<file path="config.mk">
export PLATFORM = sky130hd
export DESIGN_NAME = sbs_core
export DESIGN_NICKNAME = d
export VERILOG_FILES = /design/src/rtl/sbs_pkg.sv /design/src/rtl/sbs_select.sv /design/src/rtl/sbs_burst.sv /design/src/rtl/sbs_store.sv /design/src/rtl/sbs_core.sv
export SDC_FILE = /design/constraint.sdc
export NUM_CORES = 1
export LEC_CHECK = 0
export BUFFER_PORTS_ARGS = -buffer_cell sky130_fd_sc_hd__buf_2
export CELL_PAD_IN_SITES_DETAIL_PLACEMENT = 1
export CELL_PAD_IN_SITES_GLOBAL_PLACEMENT = 1
export CORE_UTILIZATION = 50
export DETAILED_ROUTE_END_ITERATION = 8
export GPL_TIMING_DRIVEN = 1
export PLACE_DENSITY = 0.75
export SYNTH_ARGS = -nofsm -noshare
export SYNTH_HDL_FRONTEND = slang
export SYNTH_SLANG_ARGS = --single-unit
</file>
<file path="constraint.sdc">
create_clock -name clk -period 8.7 [get_ports clk]
set_input_delay 0.87 -clock clk [delete_from_list [all_inputs] [get_ports clk]]
set_output_delay 0.87 -clock clk [all_outputs]
set_load 0.02 [all_outputs]
</file>
<file path="src/rtl/sbs_pkg.sv">
package sbs_pkg;

  typedef struct packed {
    logic load;        // accepted strobe while selected
    logic desel;       // accepted strobe while not selected
    logic proc_start;  // load came through the processor strobe
  } sbs_ev_t;

  // word offset inside the aligned group of four after cnt advances
  function automatic logic [1:0] burst_off(input logic [1:0] start,
                                           input logic [1:0] cnt,
                                           input logic       ilv);
    return ilv ? (start ^ cnt) : (start + cnt);
  endfunction

endpackage

</file>
<file path="src/rtl/sbs_select.sv">
module sbs_select
  import sbs_pkg::*;
(
  input  logic    as_proc_n,
  input  logic    as_ctl_n,
  input  logic    cs0_n,
  input  logic    cs1,
  input  logic    cs2_n,
  output sbs_ev_t ev
);
  logic sel, proc_take, ctl_take, strobe;

  assign sel       = ~cs0_n & cs1 & ~cs2_n;
  assign proc_take = ~as_proc_n & ~cs0_n;
  assign ctl_take  = ~as_ctl_n;
  assign strobe    = proc_take | ctl_take;

  assign ev.load       = strobe & sel;
  assign ev.desel      = strobe & ~sel;
  assign ev.proc_start = proc_take & sel;


  always_comb begin
    if (cs0_n && as_ctl_n) begin
      proc_masked_chk: assert (!ev.load && !ev.desel);
    end
  end
endmodule

</file>
<file path="src/rtl/sbs_burst.sv">
module sbs_burst
  import sbs_pkg::*;
#(
  parameter int ADDR_W = 19
) (
  input  logic              clk,
  input  logic              rst_n,
  input  logic [ADDR_W-1:0] addr,
  input  sbs_ev_t           ev,
  input  logic              adv_n,
  input  logic              ilv,
  output logic              acc,
  output logic [ADDR_W-1:0] acc_addr,
  output logic              adv_ev
);
  logic [ADDR_W-1:0] cur_q;
  logic [1:0]        start_q, cnt_q, cnt_nx;
  logic              active_q;

  assign adv_ev   = active_q & ~adv_n & ~ev.load & ~ev.desel;
  assign cnt_nx   = cnt_q + 2'd1;
  assign acc      = ev.load | (active_q & ~ev.desel);
  assign acc_addr = ev.load ? addr :
                    adv_ev  ? {cur_q[ADDR_W-1:2], burst_off(start_q, cnt_nx, ilv)} :
                              cur_q;

  always_ff @(posedge clk) begin
    if (!rst_n) begin
      cur_q    <= '0;
      start_q  <= '0;
      cnt_q    <= '0;
      active_q <= 1'b0;
    end else if (ev.load) begin
      cur_q    <= addr;
      start_q  <= addr[1:0];
      cnt_q    <= '0;
      active_q <= 1'b1;
    end else if (ev.desel) begin
      active_q <= 1'b0;
    end else if (adv_ev) begin
      cur_q <= acc_addr;
      cnt_q <= cnt_nx;
    end
  end


  addr_capture_chk: assert property (@(posedge clk) disable iff (!rst_n)
    ev.load |=> (cur_q == $past(addr)) && active_q);


  upper_hold_chk: assert property (@(posedge clk) disable iff (!rst_n)
    adv_ev |=> cur_q[ADDR_W-1:2] == $past(cur_q[ADDR_W-1:2]));


  hold_addr_chk: assert property (@(posedge clk) disable iff (!rst_n)
    (active_q && adv_n && !ev.load && !ev.desel) |=> $stable(cur_q));
endmodule

</file>
<file path="src/rtl/sbs_store.sv">
module sbs_store #(
  parameter int MEM_AW = 6,
  parameter int LANES  = 2,
  parameter int LANE_W = 9,
  localparam int DW    = LANES * LANE_W,
  localparam int DEPTH = 1 << MEM_AW
) (
  input  logic              clk,
  input  logic              rst_n,
  input  logic              acc,
  input  logic [MEM_AW-1:0] widx,
  input  logic              proc_start,
  input  logic              wr_all_n,
  input  logic              wr_byte_n,
  input  logic [LANES-1:0]  lane_sel_n,
  input  logic [DW-1:0]     wdata,
  output logic [DW-1:0]     rdata,
  output logic              rd_ev
);
  logic [DW-1:0]    mem [DEPTH];
  logic [LANES-1:0] lane_we;
  logic             wr_ev, wr_ok;

  assign wr_ok = acc & ~proc_start;

  for (genvar i = 0; i < LANES; i++) begin : g_lane
    assign lane_we[i] = wr_ok & (~wr_all_n | (~wr_byte_n & ~lane_sel_n[i]));
  end

  assign wr_ev = |lane_we;
  assign rd_ev = acc & ~wr_ev;

  always_ff @(posedge clk) begin
    for (int i = 0; i < LANES; i++) begin
      if (lane_we[i]) mem[widx][i*LANE_W +: LANE_W] <= wdata[i*LANE_W +: LANE_W];
    end
    if (rd_ev) rdata <= mem[widx];
  end


  all_lanes_chk: assert property (@(posedge clk) disable iff (!rst_n)
    (wr_ok && !wr_all_n) |=> mem[$past(widx)] == $past(wdata));


  no_write_chk: assert property (@(posedge clk) disable iff (!rst_n)
    (acc && wr_all_n && wr_byte_n) |=> mem[$past(widx)] == $past(mem[widx]));
endmodule

</file>
<file path="src/rtl/sbs_core.sv">
module sbs_core
  import sbs_pkg::*;
#(
  parameter int ADDR_W = 19,
  parameter int MEM_AW = 6,
  parameter int LANES  = 2,
  parameter int LANE_W = 9,
  localparam int DW    = LANES * LANE_W
) (
  input  logic              clk,
  input  logic              rst_n,
  input  logic [ADDR_W-1:0] addr,
  input  logic              as_proc_n,
  input  logic              as_ctl_n,
  input  logic              adv_n,
  input  logic              cs0_n,
  input  logic              cs1,
  input  logic              cs2_n,
  input  logic              wr_all_n,
  input  logic              wr_byte_n,
  input  logic [LANES-1:0]  lane_sel_n,
  input  logic              out_en_n,
  input  logic              burst_ilv,
  input  logic [DW-1:0]     wdata,
  output logic [DW-1:0]     rdata,
  output logic              rdata_en
);
  sbs_ev_t           ev;
  logic              acc, adv_ev, rd_ev;
  logic [ADDR_W-1:0] acc_addr;
  logic              dsl_q, rv_q, mask_q;

  sbs_select u_sel (
    .as_proc_n(as_proc_n), .as_ctl_n(as_ctl_n),
    .cs0_n(cs0_n), .cs1(cs1), .cs2_n(cs2_n), .ev(ev)
  );

  sbs_burst #(.ADDR_W(ADDR_W)) u_burst (
    .clk(clk), .rst_n(rst_n), .addr(addr), .ev(ev), .adv_n(adv_n),
    .ilv(burst_ilv), .acc(acc), .acc_addr(acc_addr), .adv_ev(adv_ev)
  );

  sbs_store #(.MEM_AW(MEM_AW), .LANES(LANES), .LANE_W(LANE_W)) u_store (
    .clk(clk), .rst_n(rst_n), .acc(acc), .widx(acc_addr[MEM_AW-1:0]),
    .proc_start(ev.proc_start), .wr_all_n(wr_all_n), .wr_byte_n(wr_byte_n),
    .lane_sel_n(lane_sel_n), .wdata(wdata), .rdata(rdata), .rd_ev(rd_ev)
  );

  always_ff @(posedge clk) begin
    if (!rst_n) begin
      dsl_q  <= 1'b1;
      rv_q   <= 1'b0;
      mask_q <= 1'b0;
    end else begin
      rv_q   <= rd_ev;
      mask_q <= rd_ev & dsl_q;
      if (ev.load)       dsl_q <= 1'b0;
      else if (ev.desel) dsl_q <= 1'b1;
    end
  end

  assign rdata_en = rv_q & ~mask_q & ~out_en_n;


  desel_quiet_chk: assert property (@(posedge clk) disable iff (!rst_n)
    ev.desel |=> !rdata_en);


  first_read_mask_chk: assert property (@(posedge clk) disable iff (!rst_n)
    (rd_ev && dsl_q) |=> !rdata_en);


  adv_in_burst_chk: assert property (@(posedge clk) disable iff (!rst_n)
    adv_ev |-> acc);
endmodule

</file>
==> flow_summary.json <==
{
  "yosysUniqueCellTypes": 85,
  "hold_path.class": "flop to flop",
  "rsz0062_at_grt": "false",
  "postRouteWirelength_um": 145000,
  "path_clk_slew_ns": 0.06,
  "die_width_um": 305,
  "period_needed_ns": 5.75,
  "status": "finished with violations",
  "finalCritPeriodShare": 0.661,
  "ir_drop_uv": 190,
  "slew_headroom": 0.00710,
  "gr-total-overflow": 0,
  "wire_per_inst_um": 33.8,
  "synthesis.instances": 2979,
  "synth_most_common_cell": "edfxtp_1",
  "synth.yosys.seq_area_share": 0.773,
  "hpwl_um": 88900,
  "syn2layout_area_growth_pct": 11.6,
  "clock_path_buffers": 3,
  "nets": 3075,
  "initial_utilization": 0.507,
  "cts-hold-fix-buffers": 0,
  "syn_area_per_cell_um2": 15.4,
  "r2r_end": "u_store.mem[58][11]",
  "rrSetupSlack_ns": 3.24,
  "synth_edf_count": 1170,
  "syn-num-nets": 3031,
  "cts_sinks": 1184,
  "cts_setup_buffers": 0,
  "grt_pass1_wl_um": 208000,
  "die_y_um": 305,
  "clk_latency_ns": 0.71,
  "antenna_found_initial": 6,
  "via_count": 29000,
  "synth_common_cells": "1170 x edfxtp_1, 396 x nand2_1, 196 x a21oi_1, 153 x nor2_1, 110 x clkbuf_1",
  "arrival_ns": 6.06,
  "r2r_start": "u_burst.cnt_q[0]",
  "synth_top_area_frac": 0.767,
  "synth_top_flop_cell": "edfxtp_1",
  "route.detailed.drc": 0,
  "finalSetupViolations": 0,
  "ioPinCount": 70,
  "fmax_mhz": 174,
  "vias_per_cell": 6.75,
  "synth_top_area_cell": "edfxtp_1",
  "drt_iter0_markers": 3852,
  "maxSlewViolCount": 0,
  "cp-startpoint": "cs2_n",
  "routabilityCongestion": 0.981,
  "ys_warn_count": 0,
  "grt_use_total": 0.310,
  "die_area_um2": 92900,
  "critPathKind": "primary input to flop",
  "cts_resized": 0,
  "coreArea_um2": 90400,
  "synth_seq_cells": 1184,
  "fillCellCount": 8174,
  "numPortBuffers": 56,
  "cts_made_buffers": 115,
  "p_leak_nw": 16.2,
  "drtAntennaViolNets": 0,
  "syn_area_um2": 45800,
  "critPathMaxFanout": 19,
  "cap_violations": 1,
  "synthTopCellsByArea": "edfxtp_1 77%, nand2_1 3.2%, mux2i_1 2.4%, a21oi_1 2.1%, nor2_1 1.3%",
  "post-route-util": 0.566,
  "cts-root-buf": "clkbuf_16",
  "end_kind": "flop",
  "reg2reg_depth": 8,
  "hold-worst-slack_ns": 0.495,
  "fin_worst_skew_ns": 0.0422,
  "cts_tree": "built",
  "endpoint": "u_store.mem[58][11]",
  "start_kind": "primary input",
  "grt_pass1_vias": 29900,
  "required_ns": 9.00,
  "p_per_area_nw_per_um2": 230,
  "failed_checks": "capacitance limit",
  "async_flop_share": 0,
  "worst_pin_slew_ns": 1.48,
  "rows": 110,
  "drive_above_1_share": 0.104,
  "ctsHtreeMaxLevel": 3,
  "hold_viol": 0,
  "tns_ns": 0,
  "firstDrtPassIters": 6,
  "grt_max_degree": 165
}
-- power breakdown --
part / internal, mW / switching (mW) / total (mW) / leakage (nW)
logic: 0.111 / 0.377 / 0.489 / 3.70
registers: 6.28 / 0.00691 / 6.29 / 10.6
clock network: 2.82 / 2.19 / 5.01 / 1.82
total: 9.21 / 2.57 / 11.8 / 16.2
-- cell usage in the layout, fill, tap and decap left out, drive strengths merged, types with 14 or more instances in the layout --
cell type and count:
edfxtp 1170, nand2 397, a21oi 196, nor2 155
clkbuf 138, buf 116, mux2i 109, nand3 104
a22oi 74, nand4 60, clkinv 57, o2bb2ai 56
a211oi 50, a221oi 47, a31oi 35, a22o 26
o22ai 25, nor4 22, inv 20, or4 18
a2bb2oi 18, o21ai 18, and3 17, nor3 17
a222oi 14, dfxtp 14
-- worst min path at each step --
| stage | start | endpoint | slack (ns) | cells after the start |
|---|---|---|---|---|
| 2_1_floorplan | u_burst.start_q[0] | u_burst.start_q[0] | 0.45 | 2 |
| 3_3_place_gp | u_burst.start_q[0] | u_burst.start_q[0] | 0.46 | 2 |
| 3_5_place_dp | dsl_q | mask_q | 0.49 | 1 |
| 4_1_cts | rst_n | dsl_q | 0.47 | 2 |
| 5_1_grt | dsl_q | mask_q | 0.52 | 1 |
| 6_report | u_burst.start_q[0] | u_burst.start_q[0] | 0.49 | 2 |
-- cell families after synthesis --
family / synth area share
adders and majority gates: 0.000273
buffers and inverters: 0.0199
and+or+nand+nor: 0.0824
muxes: 0.0253
AOI/OAI and AO/OA: 0.0983
DFF: 0.773
xor gates and xnor gates: 0.00106
-- critical path: stages --
cell	delay [ns]
buf_2	0.11
or3b_1	0.57
o221ai_1	0.37
nand3_2	0.62
buf_4	0.49
nor2_1	0.71
nand2_1	1.03
nor2_1	1.25
-- metrics by stage --
step | setup slack, ns | power, mW | cell area, um^2 | cells
after CTS | 3.22 | 11.8 | 51100 | 4294
after global routing | 2.97 | 12.0 | 51100 | 4294
after floorplan | 4.77 | 6.62 | 45800 | 2979
final | 2.95 | 11.8 | 51200 | 4296
after detailed placement | 2.49 | 6.88 | 47400 | 4082
after global placement | 2.71 | 6.86 | 47400 | 4082
-- cell type report --
class                           instances  area (um^2)  share of cell area
Antenna cell                            2         5.00           0.0000978
Tap cell                             1176         1470              0.0288
Timing Repair Buffer                  116          781              0.0153
Clock buffer                          138         3010              0.0588
Multi-Input combinational cell       1588         9670               0.189
Sequential cell                      1184        35400               0.692
Inverter                               18         67.6             0.00132
Clock inverter                         74          737              0.0144
-- per-layer routing --
layer | share of wire | GRT usage | vias up
li1 | - | - | 11800
met1 | 0.38 | 0.412 | 14900
met2 | 0.47 | 0.490 | 1882
met3 | 0.10 | 0.0666 | 384
met4 | 0.049 | 0.149 | 8
met5 | 0.00089 | 0 | -
-- flip-flops by register name (all words and copies together) (netlist names) --
| signal | count |
|---|---|
| u_store.rdata | 18 |
| u_burst.cur_q | 6 |
| dsl_q | 1 |
| u_burst.active_q | 1 |
| u_store.mem | 1152 |
| u_burst.cnt_q | 2 |
| mask_q | 1 |
| u_burst.start_q | 2 |
| rv_q | 1 |
No activity file was read; power rests on OpenSTA's default activity.
